[config.mk]
export PLATFORM = sky130hd
export DESIGN_NAME = irq_coalescer
export DESIGN_NICKNAME = d
export VERILOG_FILES = /design/src/rtl/coal_pkg.sv /design/src/rtl/coal_datapath.sv /design/src/rtl/coal_ctrl.sv /design/src/rtl/irq_coalescer.sv
export SDC_FILE = /design/constraint.sdc
export NUM_CORES = 1
export LEC_CHECK = 0
export ABC_AREA = 1
export CAP_MARGIN = 10
export CORE_MARGIN = 4
export CORE_UTILIZATION = 45
export CTS_BUF_LIST = sky130_fd_sc_hd__clkbuf_8
export CTS_CLUSTER_SIZE = 12
export DETAILED_ROUTE_END_ITERATION = 8
export PLACE_DENSITY = 0.75
export SLEW_MARGIN = 20
export SYNTH_ARGS = -nofsm -noshare
export SYNTH_HDL_FRONTEND = slang
export SYNTH_SLANG_ARGS = --single-unit
[constraint.sdc]
create_clock -name clk -period 5.1 [get_ports clk]
set_input_delay 1.53 -clock clk [delete_from_list [all_inputs] [get_ports clk]]
set_output_delay 1.53 -clock clk [all_outputs]
set_load 0.01 [all_outputs]
[src/rtl/coal_pkg.sv]
package coal_pkg;
  localparam int THR_W        = 7;
  localparam int CFG_EN_BIT   = 15;
  localparam int CFG_CNT_LSB  = 8;
  localparam int CFG_TIME_LSB = 0;

  typedef struct packed {
    logic             dlyEn;
    logic [THR_W-1:0] cntThr;
    logic [THR_W-1:0] timeThr;
  } coalCfg_t;

  typedef struct packed {
    logic ackPulse;
    logic evtPulse;
  } coalStrobe_t;

  localparam coalCfg_t CFG_RESET = '{dlyEn: 1'b1, cntThr: 7'd20, timeThr: 7'd20};
endpackage

[src/rtl/coal_datapath.sv]
module coal_datapath
  import coal_pkg::*;
#(
  parameter int TICK_DIV = 2500,
  parameter int CNT_W    = 8,
  parameter int TIME_W   = 8
) (
  input  logic        clk,
  input  logic        rst_n,
  input  coalStrobe_t strobe,
  input  coalCfg_t    cfg,
  output logic        thrHit
);
  localparam int DIV_W = (TICK_DIV > 1) ? $clog2(TICK_DIV) : 1;

  logic              tick;
  logic [CNT_W-1:0]  pendCnt;
  logic [TIME_W-1:0] pendTime;

  generate
    if (TICK_DIV > 1) begin : g_div
      logic [DIV_W-1:0] divCnt;
      always_ff @(posedge clk or negedge rst_n) begin
        if (!rst_n)                               divCnt <= '0;
        else if (divCnt == DIV_W'(TICK_DIV - 1))  divCnt <= '0;
        else                                      divCnt <= divCnt + DIV_W'(1);
      end
      assign tick = (divCnt == DIV_W'(TICK_DIV - 1));

      assert_tick_spacing_R5: assert property (@(posedge clk) disable iff (!rst_n)
        tick |=> !tick);
    end else begin : g_nodiv
      assign tick = 1'b1;
    end
  endgenerate

  always_ff @(posedge clk or negedge rst_n) begin
    if (!rst_n) begin
      pendCnt  <= '0;
      pendTime <= '0;
    end else if (strobe.ackPulse) begin
      pendCnt  <= CNT_W'(strobe.evtPulse);
      pendTime <= '0;
    end else begin
      if (strobe.evtPulse && pendCnt != '1)
        pendCnt <= pendCnt + CNT_W'(1);
      if (tick && pendCnt != '0 && pendTime != '1)
        pendTime <= pendTime + TIME_W'(1);
    end
  end

  assign thrHit = cfg.dlyEn &&
                  ((pendCnt > CNT_W'(cfg.cntThr)) ||
                   (pendCnt != '0 && pendTime > TIME_W'(cfg.timeThr)));

  assert_ack_clears_timer_R7: assert property (@(posedge clk) disable iff (!rst_n)
    strobe.ackPulse |=> pendTime == '0);

  assert_ack_restarts_count_R9: assert property (@(posedge clk) disable iff (!rst_n)
    strobe.ackPulse |=> pendCnt == CNT_W'($past(strobe.evtPulse)));

  assert_timer_idle_R4: assert property (@(posedge clk) disable iff (!rst_n)
    pendCnt == '0 |-> pendTime == '0);
endmodule

[src/rtl/coal_ctrl.sv]
module coal_ctrl
  import coal_pkg::*;
#(
  parameter int          ADDR_W   = 12,
  parameter int          DATA_W   = 32,
  parameter int          SRC_BIT  = 16,
  parameter logic [11:0] CFG_OFS  = 12'h20C,
  parameter logic [11:0] STAT_OFS = 12'h220,
  parameter logic [11:0] EN_OFS   = 12'h228
) (
  input  logic              clk,
  input  logic              rst_n,
  input  logic              regWr,
  input  logic [ADDR_W-1:0] regAddr,
  input  logic [DATA_W-1:0] regWrData,
  output logic [DATA_W-1:0] regRdData,
  input  logic              doneEvt,
  input  logic              thrHit,
  output coalStrobe_t       strobe,
  output coalCfg_t          cfgQ,
  output logic              irqOut
);
  logic hitCfg, hitStat, hitEn;
  logic enBit, statusBit, setCond, statusNext;
  logic unusedWrBits;

  assign hitCfg  = (regAddr == ADDR_W'(CFG_OFS));
  assign hitStat = (regAddr == ADDR_W'(STAT_OFS));
  assign hitEn   = (regAddr == ADDR_W'(EN_OFS));

  assign strobe.ackPulse = regWr && hitStat && regWrData[SRC_BIT];
  assign strobe.evtPulse = doneEvt;

  assign setCond    = cfgQ.dlyEn ? thrHit : doneEvt;
  assign statusNext = strobe.ackPulse ? (!cfgQ.dlyEn && doneEvt) : (statusBit | setCond);

  always_ff @(posedge clk or negedge rst_n) begin
    if (!rst_n) begin
      cfgQ      <= CFG_RESET;
      enBit     <= 1'b0;
      statusBit <= 1'b0;
    end else begin
      if (regWr && hitCfg)
        cfgQ <= {regWrData[CFG_EN_BIT],
                 regWrData[CFG_CNT_LSB +: THR_W],
                 regWrData[CFG_TIME_LSB +: THR_W]};
      if (regWr && hitEn)
        enBit <= regWrData[SRC_BIT];
      statusBit <= statusNext;
    end
  end

  always_comb begin
    regRdData = '0;
    if (hitCfg) begin
      regRdData[CFG_EN_BIT]              = cfgQ.dlyEn;
      regRdData[CFG_CNT_LSB +: THR_W]    = cfgQ.cntThr;
      regRdData[CFG_TIME_LSB +: THR_W]   = cfgQ.timeThr;
    end else if (hitStat) begin
      regRdData[SRC_BIT] = statusBit;
    end else if (hitEn) begin
      regRdData[SRC_BIT] = enBit;
    end
  end

  assign irqOut       = statusBit & enBit;
  assign unusedWrBits = ^regWrData;

  assert_sticky_R7: assert property (@(posedge clk) disable iff (!rst_n)
    statusBit && !strobe.ackPulse |=> statusBit);

  assert_ack_clear_R7: assert property (@(posedge clk) disable iff (!rst_n)
    strobe.ackPulse && !(!cfgQ.dlyEn && doneEvt) |=> !statusBit);

  assert_direct_set_R6: assert property (@(posedge clk) disable iff (!rst_n)
    !cfgQ.dlyEn && doneEvt |=> statusBit);

  assert_thr_set_R3: assert property (@(posedge clk) disable iff (!rst_n)
    cfgQ.dlyEn && thrHit && !strobe.ackPulse |=> statusBit);
endmodule

[src/rtl/irq_coalescer.sv]
module irq_coalescer
  import coal_pkg::*;
#(
  parameter int          TICK_DIV = 2500,
  parameter int          ADDR_W   = 12,
  parameter int          DATA_W   = 32,
  parameter int          SRC_BIT  = 16,
  parameter int          CNT_W    = 8,
  parameter int          TIME_W   = 8,
  parameter logic [11:0] CFG_OFS  = 12'h20C,
  parameter logic [11:0] STAT_OFS = 12'h220,
  parameter logic [11:0] EN_OFS   = 12'h228
) (
  input  logic              clk,
  input  logic              rst_n,
  input  logic              regWr,
  input  logic [ADDR_W-1:0] regAddr,
  input  logic [DATA_W-1:0] regWrData,
  output logic [DATA_W-1:0] regRdData,
  input  logic              doneEvt,
  output logic              irqOut
);
  coalStrobe_t strobe;
  coalCfg_t    cfgQ;
  logic        thrHit;

  coal_ctrl #(
    .ADDR_W(ADDR_W), .DATA_W(DATA_W), .SRC_BIT(SRC_BIT),
    .CFG_OFS(CFG_OFS), .STAT_OFS(STAT_OFS), .EN_OFS(EN_OFS)
  ) u_ctrl (
    .clk(clk), .rst_n(rst_n), .regWr(regWr), .regAddr(regAddr),
    .regWrData(regWrData), .regRdData(regRdData), .doneEvt(doneEvt),
    .thrHit(thrHit), .strobe(strobe), .cfgQ(cfgQ), .irqOut(irqOut)
  );

  coal_datapath #(
    .TICK_DIV(TICK_DIV), .CNT_W(CNT_W), .TIME_W(TIME_W)
  ) u_dp (
    .clk(clk), .rst_n(rst_n), .strobe(strobe), .cfg(cfgQ), .thrHit(thrHit)
  );
endmodule

* Word level (Yosys, flattened, before mapping)
Index checks and enable logic that the tools add are counted.
** Word-level totals
- Word-level logic and storage cells :: 48
- Input port bits :: 48
- Register bits after elaboration :: 45
- Output and inout bits :: 33
** Cells by class
- Equal/unequal tests :: 6
- Bitwise operators :: 2
- Muxes and demuxes :: 12
- Order comparisons :: 2
- Reduce and logical (&&, ||, !) cells :: 15
- Add/subtract/negate cells :: 3
** Operator list (number)
- $mux 8 :: 5
- $eq 12x10->1 const B :: 3
- $add 8x1->8 const B :: 2
- $gt 8x7->1 :: 2
- $ne 8x8->1 const B :: 2
- $add 12x1->12 const B :: 1
- $eq 12x12->1 const B :: 1
- $mux 12 :: 1
- $logic_and 1x1->1 :: 10
- $reduce_bool 8->1 :: 1
- $mux 7 :: 1
- $mux 1 :: 5
- $reduce_bool 2->1 :: 2
- $and 1x1->1 :: 1
- $logic_not 1->1 :: 1
- $logic_or 1x1->1 :: 1
- $or 1x1->1 :: 1

* Depth between registers and ports, before layout
Gate-level depths: netlist of the first run.
- Word-level depth :: 7
- Depth in mapped cells :: 15
- Gate-level depth less buffers :: 15

* Hierarchy
From an unflattened synthesis of the first run, not the netlist that was laid out.
** Second synthesis, totals
- Cells, all modules :: 444
- Area total of the unflattened synthesis :: 3190.6 µm²
** Modules (own cells, without submodules)
- coal_datapath :: seq. area each 700.7 µm², cells an instance 274, area an instance 1979.4 µm², instances 1
- coal_ctrl :: seq. area each 431.7 µm², cells an instance 170, area an instance 1211.2 µm², instances 1

* Worst setup path after synthesis of the first run
No wires, ideal clock.
- Path type :: input -> output
- Start point :: in regAddr[4]
- End point :: out regRdData[0]
- Path buffers :: 1
- Path slack :: 1004 ps
- Data arrival time :: 2566 ps
- Stages on the path :: 6
- Required time :: 3570 ps
- Cell sequence :: nor2_2 nand2_1 nor4_4 inv_2 buf_4 nor2_2
** Between the ends
- Longest elaborated chain between the ends :: 2
** Ends and longest elaborated chain
- from (decl) :: RTL line irq_coalescer.sv:17 : input logic [ADDR_W-1:0] regAddr,
- $eq 12x10->1 :: RTL line coal_ctrl.sv:27 : assign hitCfg = (regAddr == ADDR_W'(CFG_OFS));
- $mux 7 :: RTL line coal_ctrl.sv:55 : if (hitCfg) begin
- to (decl) :: RTL line irq_coalescer.sv:19 : output logic [DATA_W-1:0] regRdData,
Every way passes these cells.

* Worst setup path in the final report of the first run
- Start point :: in regAddr[1]
- End point :: out regRdData[8]
** Between the ends
- Longest elaborated chain between the ends :: 2
** Ends and longest elaborated chain (RTL line)
- $eq 12x10->1 :: coal_ctrl.sv:27
- $mux 8 :: coal_ctrl.sv:55
Every way passes these cells.

==> results.json, run 1 <==
{
  "crit_fanout": 15,
  "path_clk_slew_ps": 80,
  "final_common_cell": "nand2_1",
  "drc": 0,
  "p_per_area_nw_per_um2": 230.1,
  "postCtsSetupBuffers": 0,
  "grtUsageMet1": 0.2245,
  "antennaDiodeCount": 0,
  "yosysTopAreaCellShare": 0.3383,
  "area_delta_synth_final_pct": 19.49,
  "run_status": "finished, final reports clean",
  "final_area_um2": 3536,
  "synth.largest_area_cell": "dfrtp_1",
  "startpoint": "regAddr[1]",
  "die_y_um": 89.09,
  "global_route.peak_usage_layer": "met2",
  "hold_violations": 0,
  "nets": 515,
  "timing.rr.start": "u_dp.g_div.divCnt[0]$_DFF_PN0_",
  "crit_path_start_kind": "input port",
  "clock_tree.buffer_depth": 2,
  "ys.flop_type": "dfrtp_1",
  "yosys_warnings": 0,
  "drive_above_1_share": 0.07778,
  "power_leakage_nw": 1.760,
  "drt_first_pass_iters": 4,
  "ys_seq_elements": 45,
  "drtIter0Drc": 129,
  "fin_crit_ps": 4926,
  "avgSynthCellArea_um2": 7.416,
  "dp_hpwl_mm": 4.878,
  "mostFrequentLayoutCells": "97 x nand2_1, 66 x inv_1, 47 x nand3_1, 47 x clkdlybuf4s50_1, 40 x dfrtp_1",
  "r2r_cells": 6,
  "syn_area_um2": 2959,
  "track_usage": 0.1758,
  "slew_headroom": 0.4453,
  "cts_sinks": 45,
  "grtUsageMet3": 0.03779,
  "multi_input_area_um2": 1473,
  "start_util": 0.4660,
  "synth_edf_count": 0,
  "cts_root_buf": "clkbuf_8",
  "rr_endpoint": "u_dp.pendTime[0]$_DFFE_PN0P_",
  "core_area_um2": 6350,
  "drv_cap": 0,
  "io_buffers": 48,
  "ioPinCount": 81,
  "grt-ovfl-total": 0,
  "worstPathRequired_ps": 3570,
  "irDropWorstVdd_mv": 0.1225,
  "cts_tree": "done",
  "cts_made_buffers": 5,
  "reg2reg_slack_ps": 3280,
  "ys_top_cells_by_area": "dfrtp_1 34%, nand2_1 12%, inv_1 8.1%",
  "placed_cell_area_um2": 3443,
  "hold-worst-slack_ps": 466.7,
  "setup_viol_count_final": 0,
  "num_rows": 29,
  "synth_cells": 399,
  "routed_wl_mm": 6.438,
  "die_width_um": 89.09,
  "slew_violations": 0,
  "nFillCells": 584,
  "die_area_um2": 7937,
  "antenna_found_initial": 0,
  "fin_crit_sh": 0.9659,
  "place_congestion": 0.8210,
  "worstMarginPinSlew_ps": 824.5,
  "vias": 2564,
  "cp.arrival_ps": 3400,
  "ant_nets": 0,
  "regArea_um2": 1132,
  "ctsHoldBuffers": 0,
  "synth.yosys.seq_area_share": 0.3827,
  "rsz0062_at_grt": "no",
  "insertion_delay_ps": 300,
  "yosysUniqueCellTypes": 32,
  "viasPerCell": 4.865,
  "hold_path_class": "reg -> reg",
  "grt_pass1_wl_mm": 10.99,
  "skew_ps": 6.790,
  "grt_max_degree": 46,
  "critPathKind": "in -> out",
  "crit_end": "regRdData[8]",
  "ctsResizeCount": 0,
  "cts_htree_levels": 2,
  "total_power_w": 0.0008137,
  "fmax_mhz": 203.0,
  "grt_pass1_vias": 2505,
  "synthArstFlopShare": 1.000,
  "fin_tns_setup_ps": 0,
  "grt.met2_usage": 0.2981,
  "crit_path_end_kind": "primary output",
  "wire_per_inst_um": 12.22
}
-- cells in the mapped netlist, types with 2 or more instances --
cell type and instances:
a21oi_1 12, and3_1 2, buf_4 18, clkbuf_1 2, dfrtp_1 40, dfstp_2 5
ha_1 18, inv_1 64, inv_2 3, nand2_1 97, nand3_1 47, nand4_1 8
nor2_1 31, nor2_2 13, nor3_1 4, nor4_1 4, o21ai_0 7, xnor2_1 3
xor2_1 8
-- per-stage QoR --
stage / setup WS, ps / util / std cells
2_1_floorplan: 1004 / - / 414
3_3_place_gp: 207.0 / 0.5423 / 519
3_5_place_dp: 162.4 / 0.5423 / 519
4_1_cts: 155.8 / 0.5565 / 527
5_1_grt: 47.22 / 0.5568 / 527
6_report: 174.1 / 0.5568 / 527
-- routing by layer --
metal | vias up | wire [um]
li1 | 1326 | -
met1 | 1161 | 2981
met2 | 70 | 2923
met3 | 7 | 440
met4 | 0 | 93
met5 | - | 0
-- critical path, stage by stage --
cell and delay, ps:
clkdlybuf4s50_1 420, nor2_2 150, inv_2 80, nor4_4 300
inv_2 210, nor2_1 140, clkdlybuf4s50_1 560
-- how the worst min path moves through the flow --
stage                                    from                             end  slack [ps]  cells past startpoint
2_1_floorplan  u_dp.g_div.divCnt[0]$_DFF_PN0_  u_dp.g_div.divCnt[0]$_DFF_PN0_         420                      1
3_3_place_gp   u_dp.g_div.divCnt[0]$_DFF_PN0_  u_dp.g_div.divCnt[0]$_DFF_PN0_         440                      1
3_5_place_dp      u_ctrl.cfgQ[11]$_DFFE_PN1P_     u_ctrl.cfgQ[11]$_DFFE_PN1P_         460                      2
4_1_cts           u_ctrl.cfgQ[11]$_DFFE_PN1P_     u_ctrl.cfgQ[11]$_DFFE_PN1P_         470                      2
5_1_grt            u_ctrl.cfgQ[2]$_DFFE_PN1P_      u_ctrl.cfgQ[2]$_DFFE_PN1P_         490                      2
6_report          u_ctrl.cfgQ[11]$_DFFE_PN1P_     u_ctrl.cfgQ[11]$_DFFE_PN1P_         470                      2
-- report_power, final --
group          total, W  internal [W]  switching, W
clock          0.000226      0.000107      0.000120
sequential     0.000412      0.000383     0.0000291
combinational  0.000176     0.0000757      0.000100
total          0.000814      0.000565      0.000249
-- logic make-up after synthesis --
group,count (synthesis),synth area share
flops,45,0.3827
simple gates,212,0.3256
mux,1,0.003805
fa+ha+maj,18,0.07611
buf+inv,89,0.1387
xor+xnor,11,0.03256
compound gates,22,0.03933
other cells,1,0.001267
-- final cells by class --
cell class                      instances  area share
Timing Repair Buffer                   50      0.1394
Tap cell                               77     0.02725
Clock inverter                          2    0.002123
Clock buffer                            6     0.02335
Sequential cell                        45      0.3202
Inverter                               67     0.07113
Multi-Input combinational cell        280      0.4165
-- registers in the layout, indices dropped and copies added (netlist names) --
signal and flops:
u_ctrl.cfgQ 15, u_dp.pendCnt 8, u_ctrl.statusBit 1, u_dp.pendTime 8
u_dp.g_div.divCnt 12, u_ctrl.enBit 1
(Power assumes the default switching activity.)
==> inputs of run 2 (changes only) <==
CTS_BUF_LIST = not set   (was sky130_fd_sc_hd__clkbuf_8)
==> results.json, run 2 (same netlist as run 1, synthesis figures left out) <==
{
  "largest_register": "u_ctrl.cfgQ",
  "place_congestion": 0.8210,
  "antennaDiodeCount": 0,
  "skew_ps": 5.845,
  "ant_nets": 0,
  "instances_no_fill": 527,
  "dp_hpwl_mm": 4.878,
  "track_usage": 0.1758,
  "place_inst": 519,
  "r2r_cells": 6,
  "grt_pass1_wl_mm": 10.99,
  "largest_reg_flops": 15,
  "min_from": "u_ctrl.cfgQ[11]$_DFFE_PN1P_",
  "ctsResizeCount": 0,
  "final_common_cell": "nand2_1",
  "ioPinCount": 81,
  "critPathSlowestCell": "clkdlybuf4s50_1",
  "final_area_um2": 3536,
  "drv_cap": 0,
  "die_y_um": 89.09,
  "irDropWorstVdd_mv": 0.1225,
  "drive_above_1_share": 0.07778,
  "p_per_area_nw_per_um2": 231.3,
  "setup_viol_count_final": 0,
  "routed_wl_mm": 6.438,
  "ctsHoldBuffers": 0,
  "grt_max_degree": 46,
  "cts_htree_levels": 2,
  "mostFrequentLayoutCells": "97 x nand2_1, 64 x inv_1, 47 x nand3_1, 47 x clkdlybuf4s50_1, 40 x dfrtp_1",
  "crit_chain": "clkdlybuf4s50_1, nor2_2, inv_2, nor4_4, inv_2, nor2_1, clkdlybuf4s50_1",
  "nFillCells": 584,
  "critPathKind": "in -> out",
  "cts_root_buf": "clkbuf_8",
  "area_delta_synth_final_pct": 19.49,
  "cp.arrival_ps": 3400,
  "cp_top_family": "buffers and inverters",
  "slew_headroom": 0.4462,
  "drtIter0Drc": 129,
  "worstPathRequired_ps": 3570,
  "grt_pass1_vias": 2505,
  "met2WireLength_mm": 2.923,
  "antenna_found_initial": 0,
  "max_stage_delay_ps": 560,
  "die_area_um2": 7937,
  "path_clk_slew_ps": 80,
  "crit_path_end_kind": "primary output",
  "drc": 0,
  "run_status": "finished, final reports clean",
  "cts_made_buffers": 5,
  "m1WireLength_mm": 2.981,
  "postCtsSetupBuffers": 0,
  "reg2reg_slack_ps": 3280,
  "viasPerCell": 4.865,
  "nets": 515,
  "path_buf_inv": 4,
  "timing.rr.start": "u_dp.g_div.divCnt[0]$_DFF_PN0_",
  "start_util": 0.4660,
  "insertion_delay_ps": 300,
  "crit_fanout": 15,
  "num_rows": 29,
  "top_layer": "met4",
  "fin_crit_sh": 0.9659,
  "wire_per_inst_um": 12.22,
  "placed_cell_area_um2": 3443,
  "power_leakage_nw": 1.752,
  "worstHoldEndpoint": "u_ctrl.cfgQ[11]$_DFFE_PN1P_",
  "core_area_um2": 6350,
  "cts_sinks": 45,
  "rr_endpoint": "u_dp.pendTime[0]$_DFFE_PN0P_",
  "fin_crit_ps": 4926,
  "vias": 2564,
  "fin_tns_setup_ps": 0,
  "io_buffers": 48,
  "cts_tree": "done",
  "top_regs": "u_ctrl.cfgQ x15, u_dp.g_div.divCnt x12",
  "min_path_cells": 2,
  "crit_path_start_kind": "input port",
  "rsz0062_at_grt": "no",
  "clock_tree.buffer_depth": 2,
  "worstMarginPinSlew_ps": 823.2,
  "drt_first_pass_iters": 4,
  "grt-ovfl-total": 0,
  "slew_violations": 0,
  "hold_path_class": "reg -> reg",
  "fmax_mhz": 203.0,
  "hold_violations": 0,
  "die_width_um": 89.09,
  "met3_length_um": 440
}
-- run 2: tightest hold or removal path, cell delays in order (launching register included) --
cell,delay [ps]
dfstp_2,370
nand2_1,50
nand2_1,50
-- run 2: area by class of cell --
cell class,instances,area (um2),area share
flip-flops and latches,45,1132,0.3202
repair buffers,50,493.0,0.1394
multi-input cells,280,1473,0.4165
inverters,67,251.5,0.07113
clock buffers,8,90.09,0.02548
well taps,77,96.34,0.02725
-- run 2: report_power, final --
part	internal [W]	switching [W]	leakage, nW	total [W]
logic	0.0000757	0.000100	1.14	0.000176
clock network	0.000111	0.000120	0.0455	0.000230
registers	0.000383	0.0000291	0.570	0.000412
-- run 2: worst max path at each step --
stage / from / to / cells past startpoint
after detailed placement: regAddr[1] / regRdData[8] / 7
after CTS: regAddr[1] / regRdData[8] / 7
after global routing: regAddr[4] / regRdData[8] / 7
after global placement: regAddr[1] / regRdData[10] / 7
final: regAddr[1] / regRdData[8] / 7
after floorplan: regAddr[4] / regRdData[0] / 6
-- run 2: routing by layer --
metal  global-route usage  vias to the layer above
met3              0.03779                        7
met5                    0                        -
met4              0.05413                        0
met1               0.2245                     1161
met2               0.2981                       70
li1                     -                     1326
-- run 2: through the flow --
stage / utilization / worst slack [ps] / total power [W] / hold WS (ps)
after floorplan: - / 1004 / 0.0005384 / 424.4
after global placement: 0.5423 / 207.0 / 0.0005860 / 442.2
after detailed placement: 0.5423 / 162.4 / 0.0005944 / 455.5
after CTS: 0.5565 / 155.8 / 0.0008277 / 468.4
after global routing: 0.5568 / 47.22 / 0.0008780 / 493.4
final: 0.5568 / 174.1 / 0.0008180 / 466.7
